<file path="src/rtl/retry_backoff_pkg.sv">
package retry_backoff_pkg;
  localparam int unsigned EXP_CAP     = 10;
  localparam int unsigned PERSIST_CAP = 9;
  localparam int unsigned EXP_W       = $clog2(EXP_CAP + 1);
endpackage

</file>
<file path="src/rtl/rb_lfsr.sv">
module rb_lfsr #(
  parameter int unsigned W = 16,
  parameter logic [W-1:0] SEED = 16'hACE1,
  parameter logic [W-1:0] TAPS = 16'hB400
) (
  input  logic         clk_i,
  input  logic         rst_ni,
  output logic [W-1:0] state_o
);
  logic [W-1:0] q;

  always_ff @(posedge clk_i or negedge rst_ni) begin
    if (!rst_ni) q <= SEED;
    else         q <= (q >> 1) ^ (q[0] ? TAPS : '0);
  end

  assign state_o = q;
endmodule

</file>
<file path="src/rtl/rb_retry_ctl.sv">
module rb_retry_ctl
  import retry_backoff_pkg::*;
#(
  parameter int unsigned CNT_W = 16,
  parameter int unsigned PER_W = 4
) (
  input  logic             clk_i,
  input  logic             rst_ni,
  input  logic             sof_i,
  input  logic             coll_i,
  input  logic             tx_ok_i,
  input  logic             idle_i,
  input  logic [CNT_W-1:0] retry_limit_i,
  input  logic [PER_W-1:0] persist_i,
  input  logic [CNT_W-1:0] rand_i,
  output logic             load_o,
  output logic             clear_o,
  output logic [CNT_W-1:0] draw_o,
  output logic             give_up_o,
  output logic [CNT_W-1:0] retry_cnt_o,
  output logic [CNT_W-1:0] attempts_o
);
  logic [CNT_W-1:0] retry_q, att_q, att_inc, mask;
  logic [PER_W-1:0] persist_c;
  logic [CNT_W:0]   exp_sum;
  logic [EXP_W-1:0] exp_c;
  logic             give_q, coll_ok, reset_frame;

  assign reset_frame = sof_i | tx_ok_i;
  assign coll_ok     = coll_i & idle_i & ~reset_frame;

  always_comb begin
    persist_c = (persist_i > PER_W'(PERSIST_CAP)) ? PER_W'(PERSIST_CAP) : persist_i;
    att_inc   = att_q + 1'b1;
    exp_sum   = {1'b0, att_inc} + (CNT_W+1)'(persist_c);
    exp_c     = (exp_sum > (CNT_W+1)'(EXP_CAP)) ? EXP_W'(EXP_CAP) : exp_sum[EXP_W-1:0];
    mask      = CNT_W'((32'd1 << exp_c) - 32'd1);
  end

  always_ff @(posedge clk_i or negedge rst_ni) begin
    if (!rst_ni) begin
      retry_q <= '0;
      att_q   <= '0;
      give_q  <= 1'b0;
    end else if (reset_frame) begin
      retry_q <= retry_limit_i;
      att_q   <= '0;
      give_q  <= 1'b0;
    end else if (coll_ok) begin
      if (retry_q == '0) begin
        retry_q <= retry_limit_i;
        att_q   <= '0;
        give_q  <= 1'b1;
      end else begin
        retry_q <= retry_q - 1'b1;
        att_q   <= att_inc;
        give_q  <= 1'b0;
      end
    end else begin
      give_q <= 1'b0;
    end
  end

  assign load_o      = coll_ok & (retry_q != '0);
  assign clear_o     = reset_frame;
  assign draw_o      = rand_i & mask;
  assign give_up_o   = give_q;
  assign retry_cnt_o = retry_q;
  assign attempts_o  = att_q;
endmodule

</file>
<file path="src/rtl/rb_slot_timer.sv">
module rb_slot_timer #(
  parameter int unsigned CNT_W = 16
) (
  input  logic             clk_i,
  input  logic             rst_ni,
  input  logic             clear_i,
  input  logic             load_i,
  input  logic [CNT_W-1:0] load_val_i,
  input  logic [CNT_W-1:0] slot_cycles_i,
  output logic [CNT_W-1:0] cnt_o
);
  logic [CNT_W-1:0] slot_q, cnt_q, slot_last;

  // zero-length slot behaves as one cycle
  assign slot_last = (slot_cycles_i == '0) ? '0 : slot_cycles_i - 1'b1;

  always_ff @(posedge clk_i or negedge rst_ni) begin
    if (!rst_ni) begin
      cnt_q  <= '0;
      slot_q <= '0;
    end else if (clear_i) begin
      cnt_q  <= '0;
      slot_q <= '0;
    end else if (load_i) begin
      cnt_q  <= load_val_i;
      slot_q <= '0;
    end else if (cnt_q != '0) begin
      if (slot_q >= slot_last) begin
        cnt_q  <= cnt_q - 1'b1;
        slot_q <= '0;
      end else begin
        slot_q <= slot_q + 1'b1;
      end
    end
  end

  assign cnt_o = cnt_q;
endmodule

</file>
<file path="src/rtl/retry_backoff_ctrl.sv">
module retry_backoff_ctrl #(
  parameter int unsigned CNT_W    = 16,
  parameter int unsigned PER_W    = 4,
  parameter logic [15:0] LFSR_SEED = 16'hACE1
) (
  input  logic             clk_i,
  input  logic             rst_ni,
  input  logic             sof_i,
  input  logic             coll_i,
  input  logic             tx_ok_i,
  input  logic [CNT_W-1:0] retry_limit_i,
  input  logic [PER_W-1:0] persist_i,
  input  logic [CNT_W-1:0] slot_cycles_i,
  output logic             tx_permit_o,
  output logic             give_up_o,
  output logic [CNT_W-1:0] retry_cnt_o,
  output logic [CNT_W-1:0] attempts_o,
  output logic [CNT_W-1:0] backoff_cnt_o
);
  logic [15:0]      lfsr_q;
  logic [CNT_W-1:0] rand_w, draw_w, cnt_w;
  logic             load_w, clear_w;

  rb_lfsr #(.W(16), .SEED(LFSR_SEED), .TAPS(16'hB400)) u_lfsr (
    .clk_i, .rst_ni, .state_o(lfsr_q)
  );

  generate
    if (CNT_W <= 16) begin : g_rand_narrow
      assign rand_w = lfsr_q[CNT_W-1:0];
    end else begin : g_rand_wide
      assign rand_w = {{(CNT_W-16){1'b0}}, lfsr_q};
    end
  endgenerate

  rb_retry_ctl #(.CNT_W(CNT_W), .PER_W(PER_W)) u_ctl (
    .clk_i, .rst_ni, .sof_i, .coll_i, .tx_ok_i,
    .idle_i       (cnt_w == '0),
    .retry_limit_i, .persist_i,
    .rand_i       (rand_w),
    .load_o       (load_w),
    .clear_o      (clear_w),
    .draw_o       (draw_w),
    .give_up_o, .retry_cnt_o, .attempts_o
  );

  rb_slot_timer #(.CNT_W(CNT_W)) u_slot (
    .clk_i, .rst_ni,
    .clear_i      (clear_w),
    .load_i       (load_w),
    .load_val_i   (draw_w),
    .slot_cycles_i,
    .cnt_o        (cnt_w)
  );

  assign backoff_cnt_o = cnt_w;
  assign tx_permit_o   = (cnt_w == '0);
endmodule

</file>
<file path="config.mk">
export PLATFORM = sky130hd
export DESIGN_NAME = retry_backoff_ctrl
export DESIGN_NICKNAME = d
export VERILOG_FILES = /design/src/rtl/retry_backoff_pkg.sv /design/src/rtl/rb_lfsr.sv /design/src/rtl/rb_retry_ctl.sv /design/src/rtl/rb_slot_timer.sv /design/src/rtl/retry_backoff_ctrl.sv
export SDC_FILE = /design/constraint.sdc
export NUM_CORES = 1
export LEC_CHECK = 0
export BUFFER_PORTS_ARGS = -buffer_cell sky130_fd_sc_hd__buf_2
export CORE_MARGIN = 2
export CORE_UTILIZATION = 36
export CTS_CLUSTER_SIZE = 28
export DETAILED_ROUTE_END_ITERATION = 8
export GPL_TIMING_DRIVEN = 1
export PLACE_DENSITY = 0.61
export SYNTH_ARGS = -nofsm -noshare
export SYNTH_HDL_FRONTEND = slang
export SYNTH_SLANG_ARGS = --single-unit
</file>
<file path="constraint.sdc">
create_clock -name clk_i -period 5.2 [get_ports clk_i]
set_input_delay 1.04 -clock clk_i [delete_from_list [all_inputs] [get_ports clk_i]]
set_output_delay 1.04 -clock clk_i [all_outputs]
set_load 0.005 [all_outputs]
</file>
==> results of run 1 <==
## worst reg2reg max path: stages (launching register included)
cell,delay (ps)
sky130_fd_sc_hd__dfrtp_1,550
sky130_fd_sc_hd__and2_4,250
sky130_fd_sc_hd__nand2_1,90
sky130_fd_sc_hd__xnor2_1,170
sky130_fd_sc_hd__ha_1,330
sky130_fd_sc_hd__nor3b_1,320
sky130_fd_sc_hd__o221ai_1,240
sky130_fd_sc_hd__or3b_1,460
sky130_fd_sc_hd__o41a_1,450
sky130_fd_sc_hd__nor4_4,310
sky130_fd_sc_hd__nand2_2,130
sky130_fd_sc_hd__nor2_4,160
sky130_fd_sc_hd__nand2_1,70
sky130_fd_sc_hd__ha_1,260
sky130_fd_sc_hd__inv_1,120
sky130_fd_sc_hd__nor2_1,100
sky130_fd_sc_hd__o211a_1,190
sky130_fd_sc_hd__a32oi_1,160
sky130_fd_sc_hd__o21ai_1,80
## stage by stage
stage / power, mW / cells / worst slack, ps / utilization, % / hold slack (ps)
global placement: 2.02 / 1009 / 407 / 40.1 / 359
CTS: 2.70 / 1025 / 630 / 41.9 / 366
floorplan: 1.59 / 729 / 638 / - / 354
finish: 2.67 / 1025 / 603 / 41.9 / 364
detailed placement: 2.02 / 1009 / 273 / 40.1 / 357
global route: 2.88 / 1025 / 220 / 41.9 / 370
## cell type report
cell class / instances / area (um2) / share of cell area (%)
clock inverters: 2 / 37.5 / 0.542
inverters: 23 / 86.3 / 1.25
well taps: 220 / 275 / 3.98
multi-input cells: 583 / 3680 / 53.2
clock buffers: 14 / 264 / 3.81
repair buffers: 102 / 543 / 7.84
flip-flops and latches: 81 / 2040 / 29.4
## registers in the layout, summed over array words and instances (netlist names)
register / flops
u_ctl.attempts_o: 16
u_ctl.retry_cnt_o: 16
u_lfsr.state_o: 16
u_slot.cnt_o: 16
u_slot.slot_q: 16
u_ctl.give_up_o: 1
## cells in the final DEF, fill, tap and decap left out, drive strengths merged, types with 10 or more instances in the layout
master and count:
buf 102, o21ai 95, nand2 83, dfrtp 73, nor2 68, a21oi 50
nor3 31, ha 27, inv 23, nand3 21, nor4 17, xor2 16
xnor2 14, clkbuf 14, nand2b 11, or3 10, and3 10, nand4 10
## cell families after synthesis
logic type / Yosys count / synth area share, %
adders and majority gates: 28 / 5.92
DFF: 81 / 33.7
muxes: 3 / 0.497
AOI/OAI and AO/OA: 221 / 22.7
xor gates and xnor gates: 30 / 4.47
and+or+nand+nor: 301 / 27.2
buffers and inverters: 65 / 5.50
## how the worst max path moves through the flow
stage,endpoint,slack [ps],cells after the start
after global placement,u_slot.cnt_o[14]$_DFFE_PN0P_,410,22
after detailed placement,u_slot.cnt_o[14]$_DFFE_PN0P_,270,22
after floorplan,u_slot.cnt_o[14]$_DFFE_PN0P_,640,21
final,u_slot.cnt_o[14]$_DFFE_PN0P_,600,22
after CTS,u_slot.cnt_o[14]$_DFFE_PN0P_,630,22
after global routing,u_slot.cnt_o[14]$_DFFE_PN0P_,220,22
## routing by layer
layer	part of all wire, %	up-vias	wire length (um)
li1	-	2790	-
met1	48	2681	7870
met2	45	143	7370
met3	4.5	35	731
met4	2.6	0	432
met5	0	-	0
## power by group through the flow
stage                     clock network [mW]  logic, mW  registers (mW)
after floorplan                            0      0.742           0.844
after global placement                     0       1.15           0.873
after detailed placement                   0       1.14           0.872
final                                  0.661       1.15           0.862
after global routing                   0.700       1.30           0.882
after CTS                              0.678       1.16           0.862
==> impl_results.md, run 1 <==
- Insertion delay of the later-clocked pin in the worst-skew pair: 350 ps
- Number of vias per cell after detailed routing: 5.51
- Path type of the worst setup path: input port to flop
- Max capacitance violation total: 0
- Global Route met1 Usage: 25.8%
- Switching Share: 42.0%
- Most utilized layer in the global route result: met2
- Cell taking the most area after synthesis: sky130_fd_sc_hd__dfrtp_1
- Dominant synthesized flop cell: sky130_fd_sc_hd__dfrtp_1
- Setup TNS after final layout: 0 ps
- Count of endpoints failing hold in the final timing report: 0
- Post-DP HPWL: 11900 um
- Floorplan row count: 47
- Worst Path Required: 5420 ps
- # IOs: 91
- Share of the clock period used by the worst path after layout: 88.4%
- Startpoint of the worst setup timing path: persist_i[3]
- Async SR Flop Fraction: 100%
- TritonCTS Sinks: 81
- Synthesis-stage register bit count: 81
- # DRC: 0
- Hold path startpoint: u_lfsr.state_o[7]$_DFF_PN1_
- Gates resized, CTS repair: 0
- Total wire length: 16400 um
- Distinct cell type count of the synthesized netlist: 85
- Overall via count from detail_route: 5649
- Status: finished clean
- GRT Util Overall: 18.7%
- Final max-slew violation count: 0
- Number of endpoints failing setup at the final stage: 0
- Layout-stage area growth over the synthesis result: 14.5%
- Unrepaired setup endpoints after global routing: no
- Number of global-route vias before repair: 5390
- Critical path's top delay family: simple AND/OR/NAND/NOR gates
- Gp weighted congestion: 0.861
- Headroom to the max-slew limit: 44.3%
- Instance area after placement: 6620 um2
- Worst VDD drop: 0.000179 V
- Routing usage on met2: 29.2%
- Worst path buffer plus inverter count: 3
- Number of design-rule violations left by the first detailed-router iteration: 266
- Detailed-route wire length per cell: 16.0 um
- Transition time at the pin with the least slew margin: 832 ps
- Part of the total power dissipated in the clock network: 24.7%
- Number of clock buffers inserted by TritonCTS: 9
- Layout fillers: 1671
- Initial Utilization: 36.6%
- Die outline width: 134 um
- CTS root buf: sky130_fd_sc_hd__clkbuf_16
- Top cells by area in the synthesized netlist: sky130_fd_sc_hd__dfrtp_1 (30%), sky130_fd_sc_hd__o21ai_0 (6.7%), sky130_fd_sc_hd__ha_1 (5.6%), sky130_fd_sc_hd__nand2_1 (5.1%), sky130_fd_sc_hd__a21oi_1 (4.1%)
- Die area: 17900 um2
- Non-Filler Cell Area, Final: 6920 um2
- Reg-to-reg endpoint: u_slot.cnt_o[14]$_DFFE_PN0P_
- Synth Area per Inst: 8.30 um2
- Clock transition at path regs: 60 ps
- Max frequency: 0.218 GHz
- Portion of the post-synthesis area used by sequential elements: 33.7%
- H-tree depth reported by CTS: 3
- Critical path's slowest cell: sky130_fd_sc_hd__fa_1
- Area of the placeable core: 16500 um2
- Vertical die dimension: 134 um
- R2r startpoint: u_ctl.attempts_o[0]$_DFFE_PN0P_
- Area of the mapped netlist: 6050 um2
- PwrDens: 386 nW/um2
- Proportion of power drawn by combinational gates: 43.1%
- Hold Path Class: flop to flop
- Crit-path cells: buf_2 > o21ai_0 > nand2b_1 > ha_1 > inv_1 > fa_1 > and2b_2 > o21a_1 > o221ai_2 > nor4_4 > xnor2_1 > o41a_1 > nor4_4 > nand2_2 > nor2_4 > nand2_1 > ha_1 > inv_1 > nor2_1 > o211a_1 > a32oi_1 > o21ai_1
- Startpoint class of the critical path: input port
- Number of buffers inserted to repair setup after CTS: 0
- Internal power component: 1.55 mW
- Port-buffer cells: 90
- Post-Route Skew: 9.77 ps
- Routed Antenna Nets: 0
- Synthesized Nets: 798
- Final critical delay including setup and external delays: 4600 ps
- Number of warnings issued by yosys: 0
- Top cell type's share of synthesized area: 30.2%
- Logic depth of the worst register-to-register path: 18
- Delay of the slowest cell on the worst path: 390 ps
- Switching power: 1.12 mW
- Leakage power of the design: 3.08 nW
- Worst Hold Depth: 0
- Count of mapped cells out of synthesis: 729
- Antenna violations before repair: 0
- Largest net degree at the start of global routing: 47
- Clock buffer depth: 2
- Crit end category: flop
- Fraction of layout instances using a drive strength above 1: 19.9%
- Top-count cell post-synth: sky130_fd_sc_hd__nand2_1
- # diodes: 0
- Number of nets at the end of the flow: 869
- Worst Hold End: u_lfsr.state_o[6]$_DFF_PN1_
- Sequential share of power: 32.2%
- Data arrival time of the critical path: 4820 ps
- Number of buffers inserted by hold repair at cts: 0
- EDFF count, synth: 0
- Remaining global-route overflow: 0
- Clock tree from TritonCTS: done
- GR Util met3: 2.97%
- First-pass detailed-route iteration total: 4
- Top cell types by occurrence after synthesis: sky130_fd_sc_hd__nand2_1 (82), sky130_fd_sc_hd__o21ai_0 (81), sky130_fd_sc_hd__dfrtp_1 (73), sky130_fd_sc_hd__nor2_1 (65), sky130_fd_sc_hd__a21oi_1 (50)
- Maximum net fanout on the critical path: 5
- R2R setup slack: 650 ps
- Global-route wire length before repair: 27000 um
No activity file was read; power rests on OpenSTA's default activity.
==> run 2: changes to the inputs <==
==> constraint.sdc (replaced) <==
create_clock -name clk_i -period 4.25 [get_ports clk_i]
set_input_delay 0.85 -clock clk_i [delete_from_list [all_inputs] [get_ports clk_i]]
set_output_delay 0.85 -clock clk_i [all_outputs]
set_load 0.005 [all_outputs]
==> impl_results.md, run 2 (synthesized netlist as in run 1, its figures left out) <==
- Status: finished clean (unchanged)
- Switching power: 1.42 mW (was 1.12 mW)
- Instance area after placement: 7000 um2 (was 6620 um2)
- Global-route wire length before repair: 28300 um (was 27000 um)
- Unrepaired setup endpoints after global routing: yes (was no)
- Maximum net fanout on the critical path: 5 (unchanged)
- Internal power component: 2.01 mW (was 1.55 mW)
- Clock tree from TritonCTS: done (unchanged)
- Pre-CTS worst setup slack: -225 ps (was 273 ps)
- Number of clock buffers inserted by TritonCTS: 9 (unchanged)
- Share of the clock period used by the worst path after layout: 95.1%
- Clock buffer depth: 2 (unchanged)
- Least setup slack across all paths after layout: 208 ps (was 603 ps)
- Worst VDD drop: 0.000289 V (was 0.000179 V)
- Crit-path cells: buf_2 > o21ai_2 > nand2b_1 > ha_2 > inv_2 > fa_2 > and2b_2 > o21a_4 > o221ai_2 > nor4_4 > and3_4 > o221ai_4 > nor4_4 > nand2_2 > nor2_4 > nand2_2 > ha_4 > inv_4 > nor2_4 > o211a_1 > a32oi_1 > o21ai_1 (was buf_2 > o21ai_0 > nand2b_1 > ha_1 > inv_1 > fa_1 > and2b_2 > o21a_1 > o221ai_2 > nor4_4 > xnor2_1 > o41a_1 > nor4_4 > nand2_2 > nor2_4 > nand2_1 > ha_1 > inv_1 > nor2_1 > o211a_1 > a32oi_1 > o21ai_1)
- Post-Route Skew: 12.0 ps (was 9.77 ps)
- Port-buffer cells: 90 (unchanged)
- Initial Utilization: 36.6% (unchanged)
- Floorplan row count: 47 (unchanged)
- Headroom to the max-slew limit: 46.7% (was 44.3%)
- Sequential share of power: 30.6% (was 32.2%)
- Most frequent standard cell in the layout excluding fill and tap cells: sky130_fd_sc_hd__buf_2 (unchanged)
- Crit end category: flop (unchanged)
- Layout-stage area growth over the synthesis result: 22.7% (was 14.5%)
- Area of the placeable core: 16500 um2 (unchanged)
- Post-DP HPWL: 12400 um (was 11900 um)
- # IOs: 91 (unchanged)
- Leakage power of the design: 3.34 nW (was 3.08 nW)
- PwrDens: 462 nW/um2 (was 386 nW/um2)
- Proportion of power drawn by combinational gates: 45.5% (was 43.1%)
- Hold Path Class: flop to flop (unchanged)
- Gp weighted congestion: 0.911 (was 0.861)
- Final max-slew violation count: 0 (unchanged)
- Overall via count from detail_route: 5787 (was 5649)
- Final critical delay including setup and external delays: 4040 ps
- H-tree depth reported by CTS: 3 (unchanged)
- # DRC: 0 (unchanged)
- Data arrival time of the critical path: 4270 ps (was 4820 ps)
- Pwr Total: 3.43 mW (was 2.67 mW)
- Part of the total power dissipated in the clock network: 23.9% (was 24.7%)
- Remaining global-route overflow: 0 (unchanged)
- Fraction of layout instances using a drive strength above 1: 27.0% (was 19.9%)
- Count of endpoints failing hold in the final timing report: 0 (unchanged)
- Number of buffers inserted by hold repair at cts: 0 (unchanged)
- Number of vias per cell after detailed routing: 5.38 (was 5.51)
- Transition time at the pin with the least slew margin: 789 ps (was 832 ps)
- Number of nets at the end of the flow: 919 (was 869)
- Number of global-route vias before repair: 5570 (was 5390)
- Largest net degree at the start of global routing: 58 (was 47)
- Worst path buffer plus inverter count: 3 (unchanged)
- Routed Antenna Nets: 0 (unchanged)
- Commonest cells after routing, fill and taps aside: sky130_fd_sc_hd__buf_2 (89), sky130_fd_sc_hd__nand2_1 (80), sky130_fd_sc_hd__o21ai_0 (80) (was sky130_fd_sc_hd__buf_2 (89), sky130_fd_sc_hd__nand2_1 (82), sky130_fd_sc_hd__o21ai_0 (81))
- Non-Filler Cell Area, Final: 7420 um2 (was 6920 um2)
- GRT Util Overall: 19.5% (was 18.7%)
- Antenna violations before repair: 0 (unchanged)
- Path type of the worst setup path: input port to flop (unchanged)
- Total wire length: 17000 um (was 16400 um)
- Max capacitance violation total: 0 (unchanged)
- Insertion delay of the later-clocked pin in the worst-skew pair: 350 ps (about the same)
- Worst Path Required: 4480 ps (was 5420 ps)
- Die outline width: 134 um (unchanged)
- Delay of the slowest cell on the worst path: 350 ps (was 390 ps)
- # diodes: 0 (unchanged)
- Startpoint class of the critical path: input port (unchanged)
- Max frequency: 0.247 GHz
- Switching Share: 41.5% (was 42.0%)
- Layout fillers: 1653 (was 1671)
- Die area: 17900 um2 (unchanged)
- Clock transition at path regs: 60 ps (about the same)
- Number of design-rule violations left by the first detailed-router iteration: 370 (was 266)
- Critical path's top delay family: simple AND/OR/NAND/NOR gates (unchanged)
- TritonCTS Sinks: 81 (unchanged)
- CTS root buf: sky130_fd_sc_hd__clkbuf_16 (unchanged)
- Vertical die dimension: 134 um (unchanged)
- Number of endpoints failing setup at the final stage: 0 (unchanged)
- Critical path's slowest cell: sky130_fd_sc_hd__fa_2 (was sky130_fd_sc_hd__fa_1)
- First-pass detailed-route iteration total: 5 (was 4)
- Detailed-route wire length per cell: 15.8 um (was 16.0 um)
[run 2: cell count changes in the layout (fill, tap and decap cells not counted), sizes merged]
cell / previous run / this run
clkinvlp: 1 / 0
inv: 23 / 24
buf: 102 / 152
[run 2: path summary, 6_finish.rpt]
check                                                startpoint                                to  slack (ps)  cells past startpoint
worst max-delay path                               persist_i[2]      u_slot.cnt_o[14]$_DFFE_PN0P_         210                     22
worst min-delay path                u_lfsr.state_o[7]$_DFF_PN1_       u_lfsr.state_o[6]$_DFF_PN1_         370                      0
worst max register to register  u_ctl.attempts_o[2]$_DFFE_PN0P_      u_slot.cnt_o[14]$_DFFE_PN0P_         370                     17
worst min register to register      u_lfsr.state_o[7]$_DFF_PN1_       u_lfsr.state_o[6]$_DFF_PN1_         370                      0
max in group asynchronous                                rst_ni       u_lfsr.state_o[0]$_DFF_PN1_        2790                      2
min in group asynchronous                                rst_ni  u_ctl.retry_cnt_o[5]$_DFFE_PN0P_         570                      1
[run 2: power by group through the flow]
| stage | clock network (mW) | registers, mW | logic (mW) |
|---|---|---|---|
| 5_1_grt | 0.864 | 1.07 | 1.74 |
| 6_report | 0.818 | 1.05 | 1.56 |
| 4_1_cts | 0.830 | 1.05 | 1.53 |
| 3_5_place_dp | 0 | 1.06 | 1.52 |
| 2_1_floorplan | 0 | 1.03 | 0.915 |
| 3_3_place_gp | 0 | 1.07 | 1.51 |
[run 2: routing by layer]
metal  global-route usage (%)  wire length [um]  part of all wire, %
met5                        0                 0                    0
met3                     3.27               764                  4.5
met2                     31.4              7740                   46
met4                     6.56               346                  2.0
met1                     26.7              8160                   48
[run 2: timing repair]
action / CTS / global route
gates resized for setup: 0 / 19
setup buffers: 0 / 2
setup endpoints to repair: 0 / 16
[run 2: cell type report]
| class | count | area (um2) | share of cell area (%) |
|---|---|---|---|
| Inverter | 23 | 88.8 | 1.20 |
| Multi-Input combinational cell | 583 | 3800 | 51.2 |
| Tap cell | 220 | 275 | 3.71 |
| Clock buffer | 14 | 264 | 3.56 |
| Sequential cell | 81 | 2040 | 27.4 |
| Timing Repair Buffer | 152 | 918 | 12.4 |
| Clock inverter | 2 | 38.8 | 0.523 |
[run 2: metrics by stage]
step | TNS, ps | utilization, % | cells | hold slack (ps)
2_1_floorplan | -0.879 | - | 729 | 354
3_3_place_gp | -2100 | 42.4 | 1057 | 365
3_5_place_dp | -3090 | 42.4 | 1057 | 362
4_1_cts | 0 | 44.2 | 1073 | 370
5_1_grt | -48.5 | 44.9 | 1075 | 380
6_report | 0 | 44.9 | 1075 | 370
